**config.mk**
```make
export PLATFORM = sky130hd
export DESIGN_NAME = sdram_bank_timing_tracker
export DESIGN_NICKNAME = d
export VERILOG_FILES = /design/src/rtl/sdram_trk_pkg.sv /design/src/rtl/sdram_trk_bank.sv /design/src/rtl/sdram_trk_global.sv /design/src/rtl/sdram_trk_rules.sv /design/src/rtl/sdram_bank_timing_tracker.sv
export SDC_FILE = /design/constraint.sdc
export NUM_CORES = 1
export LEC_CHECK = 0
export BUFFER_PORTS_ARGS = -buffer_cell sky130_fd_sc_hd__buf_4
export CORE_MARGIN = 2
export CORE_UTILIZATION = 50
export DETAILED_ROUTE_END_ITERATION = 7
export PLACE_DENSITY = 0.71
export SETUP_SLACK_MARGIN = 0.02
export SKIP_LAST_GASP = 1
export SYNTH_ARGS = -nofsm -noshare
export SYNTH_HDL_FRONTEND = slang
export SYNTH_SLANG_ARGS = --single-unit
export TNS_END_PERCENT = 30
```
**constraint.sdc**
```tcl
create_clock -name clk -period 4.9 [get_ports clk]
set_clock_uncertainty 0.05 [all_clocks]
set_input_delay 0.98 -clock clk [delete_from_list [all_inputs] [get_ports clk]]
set_output_delay 0.98 -clock clk [all_outputs]
set_load 0.01 [all_outputs]
```
**src/rtl/sdram_trk_pkg.sv**
```systemverilog
package sdram_trk_pkg;

    typedef enum logic [2:0] {
        OP_NOP = 3'd0,
        OP_ACT = 3'd1,
        OP_RD  = 3'd2,
        OP_WR  = 3'd3,
        OP_PRE = 3'd4,
        OP_REF = 3'd5,
        OP_MRS = 3'd6
    } op_e;

    // One issued command as seen by one bank
    typedef struct packed {
        logic act;
        logic col;
        logic wr;
        logic ap;
        logic pre;
        logic rfsh;
    } bank_ev_t;

    // Minimum time in ps to whole clocks, rounded up
    function automatic int ps_to_clk(input int t_ps, input int period_ps);
        return (t_ps + period_ps - 1) / period_ps;
    endfunction

    function automatic int imax(input int a, input int b);
        return (a > b) ? a : b;
    endfunction

    // Counter load so that the guarded command becomes legal n clocks later
    function automatic int load_of(input int n);
        return (n > 0) ? n - 1 : 0;
    endfunction

endpackage

```
**src/rtl/sdram_trk_bank.sv**
```systemverilog
module sdram_trk_bank
    import sdram_trk_pkg::*;
#(
    parameter int ROW_W = 12,
    parameter int CW    = 3,
    parameter int L_RCD = 1,
    parameter int L_RAS = 4,
    parameter int L_RC  = 6,
    parameter int L_RP  = 1,
    parameter int L_WR  = 4,
    parameter int L_RAP = 5,
    parameter int L_WAP = 6,
    parameter int L_AP  = 3,
    parameter int T_RCD = 2,
    parameter int T_RAS = 5,
    parameter int T_RC  = 7,
    parameter int T_RP  = 2
) (
    input  logic             clk,
    input  logic             rst,
    input  bank_ev_t         ev,
    input  logic [ROW_W-1:0] row_in,
    output logic             is_open,
    output logic [ROW_W-1:0] row_q,
    output logic             act_ok,
    output logic             col_ok,
    output logic             pre_ok,
    output logic             ap_busy
);

    typedef logic [CW-1:0] cnt_t;

    function automatic cnt_t dec(input cnt_t c);
        return (c == '0) ? '0 : c - cnt_t'(1);
    endfunction

    function automatic cnt_t hi(input cnt_t a, input cnt_t b);
        return (a > b) ? a : b;
    endfunction

    logic open_q;
    logic ap_pend;
    cnt_t rcd_c;
    cnt_t pre_c;
    cnt_t act_c;
    cnt_t ap_c;

    always_ff @(posedge clk) begin
        if (rst) begin
            open_q  <= 1'b0;
            ap_pend <= 1'b0;
            row_q   <= '0;
            rcd_c   <= '0;
            pre_c   <= '0;
            act_c   <= '0;
            ap_c    <= '0;
        end else begin
            rcd_c <= dec(rcd_c);
            pre_c <= dec(pre_c);
            act_c <= dec(act_c);
            ap_c  <= dec(ap_c);
            // auto-precharge burst reaches its end
            if (ap_pend && ap_c == cnt_t'(1)) begin
                open_q  <= 1'b0;
                ap_pend <= 1'b0;
            end
            if (ev.act) begin
                open_q <= 1'b1;
                row_q  <= row_in;
                rcd_c  <= cnt_t'(L_RCD);
                pre_c  <= hi(dec(pre_c), cnt_t'(L_RAS));
                act_c  <= hi(dec(act_c), cnt_t'(L_RC));
            end
            if (ev.col) begin
                if (ev.wr)
                    pre_c <= hi(dec(pre_c), cnt_t'(L_WR));
                if (ev.ap) begin
                    ap_c    <= cnt_t'(L_AP);
                    ap_pend <= 1'(L_AP != 0);
                    if (L_AP == 0)
                        open_q <= 1'b0;
                    act_c <= hi(dec(act_c), ev.wr ? cnt_t'(L_WAP) : cnt_t'(L_RAP));
                end
            end
            if (ev.pre && open_q) begin
                open_q <= 1'b0;
                act_c  <= hi(dec(act_c), cnt_t'(L_RP));
            end
            if (ev.rfsh)
                act_c <= hi(dec(act_c), cnt_t'(L_RC));
        end
    end

    assign is_open = open_q;
    assign act_ok  = !open_q && (act_c == '0);
    assign col_ok  = open_q && (rcd_c == '0) && !ap_pend;
    assign pre_ok  = !open_q || ((pre_c == '0) && !ap_pend);
    assign ap_busy = ap_pend;

    // Checker: cycles since the last activate and since the bank closed
    logic [15:0] age_act;
    logic [15:0] age_closed;

    always_ff @(posedge clk) begin
        if (rst) begin
            age_act    <= 16'hFFFF;
            age_closed <= 16'hFFFF;
        end else begin
            age_act    <= ev.act ? 16'd1 : ((age_act == 16'hFFFF) ? age_act : age_act + 16'd1);
            age_closed <= open_q ? 16'd0 : ((age_closed == 16'hFFFF) ? age_closed : age_closed + 16'd1);
        end
    end

    p_rcd_r3: assert property (@(posedge clk) disable iff (rst)
        ev.col |-> age_act >= 16'(T_RCD));
    p_rp_r3: assert property (@(posedge clk) disable iff (rst)
        ev.act |-> age_closed >= 16'(T_RP - 1));
    p_rc_r4: assert property (@(posedge clk) disable iff (rst)
        ev.act |-> age_act >= 16'(T_RC));
    p_ras_r5: assert property (@(posedge clk) disable iff (rst)
        (ev.pre && open_q) |-> age_act >= 16'(T_RAS));
    p_act_closed_r2: assert property (@(posedge clk) disable iff (rst)
        ev.act |-> !open_q);
    p_col_open_r2: assert property (@(posedge clk) disable iff (rst)
        ev.col |-> open_q);
    p_open_after_act_r1: assert property (@(posedge clk) disable iff (rst)
        ev.act |=> open_q);

endmodule

```
**src/rtl/sdram_trk_global.sv**
```systemverilog
module sdram_trk_global #(
    parameter int CW    = 3,
    parameter int L_RRD = 1,
    parameter int L_MRD = 1,
    parameter int T_RRD = 2,
    parameter int T_MRD = 2
) (
    input  logic clk,
    input  logic rst,
    input  logic act_fire,
    input  logic any_fire,
    input  logic mrs_fire,
    output logic rrd_ok,
    output logic mrd_ok
);

    logic [CW-1:0] rrd_c;
    logic [CW-1:0] mrd_c;

    always_ff @(posedge clk) begin
        if (rst) begin
            rrd_c <= '0;
            mrd_c <= '0;
        end else begin
            if (act_fire)
                rrd_c <= CW'(L_RRD);
            else if (rrd_c != '0)
                rrd_c <= rrd_c - CW'(1);
            if (mrs_fire)
                mrd_c <= CW'(L_MRD);
            else if (mrd_c != '0)
                mrd_c <= mrd_c - CW'(1);
        end
    end

    assign rrd_ok = (rrd_c == '0);
    assign mrd_ok = (mrd_c == '0);

    logic [15:0] age_act;
    logic [15:0] age_mrs;

    always_ff @(posedge clk) begin
        if (rst) begin
            age_act <= 16'hFFFF;
            age_mrs <= 16'hFFFF;
        end else begin
            age_act <= act_fire ? 16'd1 : ((age_act == 16'hFFFF) ? age_act : age_act + 16'd1);
            age_mrs <= mrs_fire ? 16'd1 : ((age_mrs == 16'hFFFF) ? age_mrs : age_mrs + 16'd1);
        end
    end

    p_rrd_r4: assert property (@(posedge clk) disable iff (rst)
        act_fire |-> age_act >= 16'(T_RRD));
    p_mrd_r10: assert property (@(posedge clk) disable iff (rst)
        any_fire |-> age_mrs >= 16'(T_MRD));

endmodule

```
**src/rtl/sdram_trk_rules.sv**
```systemverilog
module sdram_trk_rules
    import sdram_trk_pkg::*;
#(
    parameter int NB = 4,
    parameter int BW = 2
) (
    input  op_e                   op,
    input  logic [BW-1:0]         bank,
    input  logic                  a10,
    input  logic [NB-1:0]         act_ok,
    input  logic [NB-1:0]         col_ok,
    input  logic [NB-1:0]         pre_ok,
    input  logic [NB-1:0]         ap_busy,
    input  logic                  rrd_ok,
    input  logic                  mrd_ok,
    output logic                  ok,
    output bank_ev_t [NB-1:0]     ev,
    output logic                  act_fire,
    output logic                  any_fire,
    output logic                  mrs_fire
);

    logic all_idle;
    logic any_ap;
    logic all_pre;

    assign all_idle = &act_ok;
    assign any_ap   = |ap_busy;
    assign all_pre  = &pre_ok;

    always_comb begin
        case (op)
            OP_NOP:         ok = 1'b1;
            OP_ACT:         ok = mrd_ok && rrd_ok && act_ok[bank];
            OP_RD, OP_WR:   ok = mrd_ok && col_ok[bank] && !any_ap;
            OP_PRE:         ok = mrd_ok && (a10 ? all_pre : pre_ok[bank]);
            OP_REF, OP_MRS: ok = mrd_ok && all_idle;
            default:        ok = 1'b0;
        endcase
    end

    always_comb begin
        for (int b = 0; b < NB; b++) begin
            ev[b].act  = ok && (op == OP_ACT) && (bank == BW'(b));
            ev[b].col  = ok && ((op == OP_RD) || (op == OP_WR)) && (bank == BW'(b));
            ev[b].wr   = (op == OP_WR);
            ev[b].ap   = a10;
            ev[b].pre  = ok && (op == OP_PRE) && (a10 || (bank == BW'(b)));
            ev[b].rfsh = ok && (op == OP_REF);
        end
    end

    assign act_fire = ok && (op == OP_ACT);
    assign any_fire = ok && (op != OP_NOP);
    assign mrs_fire = ok && (op == OP_MRS);

endmodule

```
**src/rtl/sdram_bank_timing_tracker.sv**
```systemverilog
module sdram_bank_timing_tracker
    import sdram_trk_pkg::*;
#(
    parameter int NUM_BANKS      = 4,
    parameter int ROW_W          = 12,
    parameter int CLK_PS         = 10000,
    parameter int T_RCD_PS       = 20000,
    parameter int T_RP_PS        = 20000,
    parameter int T_RRD_PS       = 15000,
    parameter int T_RC_PS        = 65000,
    parameter int T_RAS_PS       = 45000,
    parameter int T_DAL_EXTRA_PS = 20000,
    parameter int RDL_CLK        = 2,
    parameter int MRD_CLK        = 2,
    parameter int BURST_LEN      = 4
) (
    input  logic                       clk,
    input  logic                       rst,
    input  logic [2:0]                 cmd_op,
    input  logic [$clog2(NUM_BANKS)-1:0] cmd_bank,
    input  logic                       cmd_a10,
    input  logic [ROW_W-1:0]           cmd_row,
    output logic                       cmd_ok,
    output logic [NUM_BANKS-1:0]       bank_open,
    output logic [NUM_BANKS*ROW_W-1:0] open_row
);

    localparam int BW    = $clog2(NUM_BANKS);
    localparam int T_RCD = ps_to_clk(T_RCD_PS, CLK_PS);
    localparam int T_RP  = ps_to_clk(T_RP_PS, CLK_PS);
    localparam int T_RRD = ps_to_clk(T_RRD_PS, CLK_PS);
    localparam int T_RC  = ps_to_clk(T_RC_PS, CLK_PS);
    localparam int T_RAS = ps_to_clk(T_RAS_PS, CLK_PS);
    localparam int T_DAL = RDL_CLK + ps_to_clk(T_DAL_EXTRA_PS, CLK_PS);

    localparam int L_RCD = load_of(T_RCD);
    localparam int L_RP  = load_of(T_RP);
    localparam int L_RRD = load_of(T_RRD);
    localparam int L_RC  = load_of(T_RC);
    localparam int L_RAS = load_of(T_RAS);
    localparam int L_WR  = load_of(BURST_LEN - 1 + RDL_CLK);
    localparam int L_RAP = load_of(BURST_LEN + T_RP);
    localparam int L_WAP = load_of(BURST_LEN - 1 + T_DAL);
    localparam int L_AP  = load_of(BURST_LEN);
    localparam int L_MRD = load_of(MRD_CLK);

    localparam int MAXL = imax(imax(imax(L_RCD, L_RP), imax(L_RRD, L_RC)),
                               imax(imax(L_RAS, L_WR), imax(imax(L_RAP, L_WAP), imax(L_AP, L_MRD))));
    localparam int CW   = imax(1, $clog2(MAXL + 1));

    op_e                      op;
    bank_ev_t [NUM_BANKS-1:0] ev;
    logic [NUM_BANKS-1:0]     act_ok;
    logic [NUM_BANKS-1:0]     col_ok;
    logic [NUM_BANKS-1:0]     pre_ok;
    logic [NUM_BANKS-1:0]     ap_busy;
    logic                     rrd_ok;
    logic                     mrd_ok;
    logic                     act_fire;
    logic                     any_fire;
    logic                     mrs_fire;

    assign op = op_e'(cmd_op);

    sdram_trk_rules #(
        .NB (NUM_BANKS),
        .BW (BW)
    ) u_rules (
        .op       (op),
        .bank     (cmd_bank),
        .a10      (cmd_a10),
        .act_ok   (act_ok),
        .col_ok   (col_ok),
        .pre_ok   (pre_ok),
        .ap_busy  (ap_busy),
        .rrd_ok   (rrd_ok),
        .mrd_ok   (mrd_ok),
        .ok       (cmd_ok),
        .ev       (ev),
        .act_fire (act_fire),
        .any_fire (any_fire),
        .mrs_fire (mrs_fire)
    );

    sdram_trk_global #(
        .CW    (CW),
        .L_RRD (L_RRD),
        .L_MRD (L_MRD),
        .T_RRD (T_RRD),
        .T_MRD (MRD_CLK)
    ) u_global (
        .clk      (clk),
        .rst      (rst),
        .act_fire (act_fire),
        .any_fire (any_fire),
        .mrs_fire (mrs_fire),
        .rrd_ok   (rrd_ok),
        .mrd_ok   (mrd_ok)
    );

    for (genvar b = 0; b < NUM_BANKS; b++) begin : g_bank
        sdram_trk_bank #(
            .ROW_W (ROW_W),
            .CW    (CW),
            .L_RCD (L_RCD),
            .L_RAS (L_RAS),
            .L_RC  (L_RC),
            .L_RP  (L_RP),
            .L_WR  (L_WR),
            .L_RAP (L_RAP),
            .L_WAP (L_WAP),
            .L_AP  (L_AP),
            .T_RCD (T_RCD),
            .T_RAS (T_RAS),
            .T_RC  (T_RC),
            .T_RP  (T_RP)
        ) u_bank (
            .clk     (clk),
            .rst     (rst),
            .ev      (ev[b]),
            .row_in  (cmd_row),
            .is_open (bank_open[b]),
            .row_q   (open_row[b*ROW_W +: ROW_W]),
            .act_ok  (act_ok[b]),
            .col_ok  (col_ok[b]),
            .pre_ok  (pre_ok[b]),
            .ap_busy (ap_busy[b])
        );
    end

    p_one_act_r1: assert property (@(posedge clk) disable iff (rst)
        $countones({ev[3].act, ev[2].act, ev[1].act, ev[0].act}) <= 1);
    p_illegal_still_r12: assert property (@(posedge clk) disable iff (rst)
        !cmd_ok |=> $stable(open_row));

endmodule

```
==> impl_metrics.ini, run 1 <==
[status]
status = finished clean

[global_route]
grt_pass1_wl_um = 22700
grt_usage_pct = 24.8
antenna_found_initial = 0
grt_max_degree = 62
overflow = 0
first_global_vias = 4663

[clocking]
cts-root-buf = clkbuf_8
ctsResizeCount = 0
cts_tree = yes
clockBufferDepth = 2
cts_setup_buffers = 0
clk_pin_slew_worst_paths_ns = 0.10
clock_latency_ns = 0.38
cts.sinks = 110
cts_buffers = 9
ctsHoldBuffers = 0
htree_levels = 3

[sta]
finalSetupTns_ns = 0
worst_pin_slew_ns = 1.16
report.final.slew_viol_count = 0
fin_ws_ns = 0.944
rsz0062_at_grt = no
hold_violations = 0
period_share_pct = 80.7
max_freq_ghz = 0.253
period_minus_slack_ns = 3.96
setup_violations = 0
slew-limit-headroom_pct = 22.3

[synthesis]
syn_nets = 685
yosysWarningCount = 0
ys_seq_area_share_pct = 40.4
synth_edf_count = 0
async_flop_share_pct = 0
syn_area_mm2 = 0.00545
synth_top_family_by_area = simple AND/OR/NAND/NOR gates
synth-main-ff-cell = dfxtp_1
synth.largest_area_cell = dfxtp_1
synth.area.top_cells = dfxtp_1 (40%), mux2i_1 (9.9%), ha_1 (8.3%)
synth-seq-cells = 110
synth.top_cell.area_share_pct = 40.4
synthCells = 629
synth_mux_area_share_pct = 10.5
ys_types = 56
synth-xor-area-share_pct = 0.321
synth_compound_area_share_pct = 13.4
syn_avg_cell_area_um2 = 8.67
synth_simple_gate_area_share_pct = 21.7
synthAdderAreaFrac_pct = 8.26

[routing]
vias = 4557
wl_per_cell_um = 16.5
routed_wirelength_um = 13700
drcViolationCount = 0
drtIter0Drc = 254
first_pass_iters = 4
ant_nets = 0
vias_per_cell = 5.46

[worst_setup_path]
crit_slowest_cell = or4_1
r2r_end = g_bank[3].u_bank.pre_c[1]
r2r_cells = 8
r2r_setup_slack_ns = 1.84
crit_buf_inv = 2
crit_fanout = 6
path_class = in2out
crit_top_cell = buf_4
slowest_delay_ns = 0.59
crit_path_end_kind = output pin
cp_cell_sequence = buf_4 > nor3_1 > o21ai_0 > or4_1 > a21oi_1 > or2_2 > buf_4
critPathRequiredTime_ns = 3.87
cp-start-kind = input pin
r2r-start = g_bank[3].u_bank.act_c[1]
cp_data_arrival_time_ns = 2.93
critPathTopFamily = simple AND/OR/NAND/NOR gates

[die]
row_count = 38
start_util_pct = 50.8
core_area_mm2 = 0.0107
ios = 73
die_area_mm2 = 0.0118
die_w_um = 108
die_h_um = 108

[placed_design]
io_buffers = 72
hpwl_um = 10000
postPlaceCellArea_mm2 = 0.00609
gp_congestion = 0.967
dp_slack_ns = 0.989

[power]
power_density_mw_per_mm2 = 323
vdd_drop_max_uv = 173
p_leak_nw = 2.81

[cells_and_area]
areaGrowthSynthToFinish_pct = 15.0
drive_gt1_share_pct = 16.0
mostFrequentLayoutCell = dfxtp_1
stdcell_area_mm2 = 0.00627
num_antenna_cells = 0
fin_nets = 745
final_cell_mix = dfxtp_1 (110), nand2_1 (98), buf_4 (82), nor2_1 (56), mux2i_1 (54)
postLayoutCoreUtil_pct = 58.4

[flow_run]
drv_cap = 0

[hold_path]
hold_start = g_bank[2].u_bank.row_q[3]
min_path_cells = 2
min_to = g_bank[2].u_bank.row_q[3]
hp-class = reg2reg
synth_stat cells (all sizes together) (4+ instances only):
master,n
a211oi,10
a21oi,20
a31oi,4
and2,6
and3,4
buf,11
clkbuf,22
dfxtp,110
ha,36
inv,36
mux2i,54
nand2,98
nand2b,16
nand3,7
nor2,56
nor2b,15
nor3,12
nor4,5
nor4b,8
o2111ai,5
o211ai,7
o21ai,27
o311a,4
o31a,4
o31ai,4
or2,8
or3,4
where the power goes:
group,total [mW],switching (mW),internal (mW)
clock network,0.528,0.334,0.194
registers,0.999,0.0383,0.961
logic,0.496,0.286,0.210
stage by stage:
step	power (mW)	hold WS, ns	cells
CTS	2.03	0.416	834
global placement	1.48	0.394	818
floorplan	1.38	0.405	629
detailed placement	1.51	0.397	818
global route	2.16	0.442	834
finish	2.02	0.415	834
layer usage:
layer	share of wire [%]	GRT usage (%)	up-vias
li1	-	-	2290
met3	6.0	7.35	17
met5	0	0	-
met1	44	29.7	2138
met4	1.5	7.14	0
met2	48	42.9	112
kinds of logic after synthesis:
| kind of cell | after synthesis |
|---|---|
| AO/OA/AOI/OAI | 106 |
| XOR/XNOR | 2 |
| adder cells (fa/ha/maj) | 36 |
| buffers and inverters | 69 |
| flip-flops | 110 |
| multiplexers | 57 |
| AND/OR/NAND/NOR | 249 |
sequential cells by signal (all words and copies together) (netlist names):
signal / cells
g_bank.u_bank.ap_busy: 4
u_global.rrd_c: 3
g_bank.u_bank.act_c: 12
g_bank.u_bank.rcd_c: 12
g_bank.u_bank.ap_c: 12
u_global.mrd_c: 3
g_bank.u_bank.pre_c: 12
g_bank.u_bank.is_open: 4
g_bank.u_bank.row_q: 48
area by class of cell:
class                           instances  area [um^2]
Inverter                               36          135
Timing Repair Buffer                   82          616
Clock buffer                           10          128
Clock inverter                          6         55.1
Tap cell                              140          175
Multi-Input combinational cell        450         2960
Fill cell                             961         4470
Sequential cell                       110         2200
worst reg2reg max path: cells and delay by family (launching register included):
kind / cells / cell delay, ns
adders and majority gates: 1 / 0.24
AOI/OAI and AO/OA: 2 / 0.86
and+or+nand+nor: 5 / 1.46
DFF: 1 / 0.33
how the worst max path moves through the flow:
| stage | from | to | depth (start not counted) |
|---|---|---|---|
| global route | cmd_op[2] | cmd_ok | 8 |
| finish | cmd_op[0] | cmd_ok | 7 |
| floorplan | cmd_bank[0] | cmd_ok | 8 |
| detailed placement | cmd_op[0] | cmd_ok | 7 |
| CTS | cmd_op[0] | cmd_ok | 7 |
| global placement | cmd_op[0] | cmd_ok | 7 |
Power figures use the tool's default switching activity.
==> run 2: changes to the inputs <==
--- a/config.mk
+++ b/config.mk
@@ -9,7 +9,7 @@
 export CORE_MARGIN = 2
 export CORE_UTILIZATION = 50
 export DETAILED_ROUTE_END_ITERATION = 7
-export PLACE_DENSITY = 0.71
+export PLACE_DENSITY = 0.73
 export SETUP_SLACK_MARGIN = 0.02
 export SKIP_LAST_GASP = 1
 export SYNTH_ARGS = -nofsm -noshare
==> constraint.sdc (replaced) <==
create_clock -name clk -period 3.45 [get_ports clk]
set_clock_uncertainty 0.05 [all_clocks]
set_input_delay 0.69 -clock clk [delete_from_list [all_inputs] [get_ports clk]]
set_output_delay 0.69 -clock clk [all_outputs]
set_load 0.01 [all_outputs]
==> impl_metrics.ini, run 2 (synthesized netlist as in run 1, its figures left out) <==
[cells_and_area]
final_cell_mix = dfxtp_1 (109), nand2_1 (98), buf_4 (93), nor2_1 (54), mux2i_1 (54)
drive_gt1_share_pct = 18.6
fin_nets = 756
fillers = 972
largest-register = g_bank.u_bank.row_q
postLayoutCoreUtil_pct = 59.4
areaGrowthSynthToFinish_pct = 17.1
num_antenna_cells = 0
largest_reg_flops = 48
mostFrequentLayoutCell = dfxtp_1
stdcell_count = 845

[placed_design]
gp_congestion = 0.923
dp.cells = 829
hpwl_um = 9730
io_buffers = 72

[global_route]
grt_usage_pct = 23.6
overflow = 0
grt_max_degree = 61
antenna_found_initial = 0
use_met1_pct = 29.3
first_global_vias = 4588
grt_pass1_wl_um = 21900
met2_usage_pct = 40.1
use_met3_pct = 5.67
grt-busiest-layer = met2

[worst_setup_path]
crit_fanout = 6
slowest_delay_ns = 0.42
r2r-start = g_bank[2].u_bank.pre_c[0]
crit_slowest_cell = or4_4
crit_path_end_kind = output pin
critPathRequiredTime_ns = 2.71
cp_data_arrival_time_ns = 2.54
r2r_cells = 10
path_class = reg2out
r2r_setup_slack_ns = 0.60
cp-start-kind = register
cp_cell_sequence = nor2_2 > ha_2 > nand2b_1 > or3_1 > or4_4 > and3_4 > a21oi_2 > or2_2 > buf_4
r2r_end = g_bank[2].u_bank.row_q[4]

[routing]
wl_per_cell_um = 15.7
first_pass_iters = 5
ant_nets = 0
routed_wirelength_um = 13300
drcViolationCount = 0
vias = 4650
vias_per_cell = 5.50
drtIter0Drc = 224

[die]
ios = 73
die_h_um = 108
start_util_pct = 50.8
row_count = 38
die_area_mm2 = 0.0118
die_w_um = 108
core_area_mm2 = 0.0107

[clocking]
clk_pin_slew_worst_paths_ns = 0.10
htree_levels = 3
cts_setup_buffers = 0
clockBufferDepth = 2
cts_tree = yes
cts-root-buf = clkbuf_8
clock_latency_ns = 0.38
cts_buffers = 9
ctsHoldBuffers = 0
cts.sinks = 110

[hold_path]
min_path_cells = 2
hp-class = reg2reg
min_to = g_bank[0].u_bank.row_q[4]
hold_start = g_bank[0].u_bank.row_q[4]

[sta]
finalSetupTns_ns = 0
whs_ns = 0.422
report.final.slew_viol_count = 0
hold_violations = 0
worst_pin_slew_ns = 1.15
slew-limit-headroom_pct = 23.7
setup_violations = 0
period_share_pct = 95.0
rsz0062_at_grt = no
period_minus_slack_ns = 3.28
max_freq_ghz = 0.305

[power]
power_density_mw_per_mm2 = 455
vdd_drop_max_uv = 269
p_leak_nw = 2.88

[flow_run]
drv_cap = 0

[status]
status = finished clean
==> run 2: cell types whose count changed in the layout (fill, tap and decap cells not counted), moves of 2 or more <==
cell | before | now
buf_4 | 82 | 93
ha_1 | 36 | 34
ha_2 | 0 | 2
nor2_1 | 56 | 54
nor2_2 | 0 | 2
==> run 2: per-layer routing <==
layer  wire, um  up-vias  share of wire (%)
li1           -     2301                  -
met1       5840     2185                 44
met2       6400      148                 48
met3        873       16                6.6
met4        190        0                1.4
met5          0        -                  0
==> run 2: worst max-delay path by stage <==
stage	depth (start not counted)	slack [ns]	endpoint	startpoint
after global placement	8	0.30	cmd_ok	cmd_op[0]
after global routing	9	0.02	cmd_ok	g_bank[1].u_bank.act_c[0]
final	9	0.17	cmd_ok	g_bank[1].u_bank.act_c[0]
after floorplan	9	0.55	g_bank[2].u_bank.row_q[4]	cmd_bank[0]
after detailed placement	8	0.30	cmd_ok	cmd_op[0]
after CTS	9	0.04	cmd_ok	g_bank[1].u_bank.act_c[1]
==> run 2: repair_timing <==
action                                  CTS  global route
pin swaps                                 0             3
endpoints found under the hold margin     0             0
endpoints found under the setup margin    1             1
resized for setup                         2             7
==> run 2: layout make-up <==
type / instances / area (um^2) / share of cell area, %
inverter: 36 / 135 / 2.12
multi-input combinational: 450 / 2980 / 46.7
sequential: 110 / 2200 / 34.5
tap: 140 / 175 / 2.74
timing repair buffer: 93 / 698 / 10.9
clock buffer: 10 / 138 / 2.15
clock inverter: 6 / 55.1 / 0.862
==> run 2: critical path, delay by kind of cell, from the launching register on <==
| family | cells | cell delay [ns] |
|---|---|---|
| buf+inv | 1 | 0.11 |
| flops | 1 | 0.34 |
| compound gates | 1 | 0.16 |
| simple gates | 6 | 1.36 |
| fa+ha+maj | 1 | 0.20 |
==> run 2: report_power, final <==
group          internal, mW  switching, mW
logic                 0.313          0.413
clock network         0.295          0.466
registers              1.36         0.0528
==> run 2: stage by stage <==
| stage | setup slack [ns] | cell area, um^2 | total power [mW] |
|---|---|---|---|
| floorplan | 0.554 | 5450 | 1.97 |
| global placement | 0.300 | 6170 | 2.12 |
| detailed placement | 0.301 | 6170 | 2.15 |
| CTS | 0.0397 | 6370 | 2.91 |
| global route | 0.0232 | 6390 | 3.06 |
| finish | 0.171 | 6390 | 2.90 |
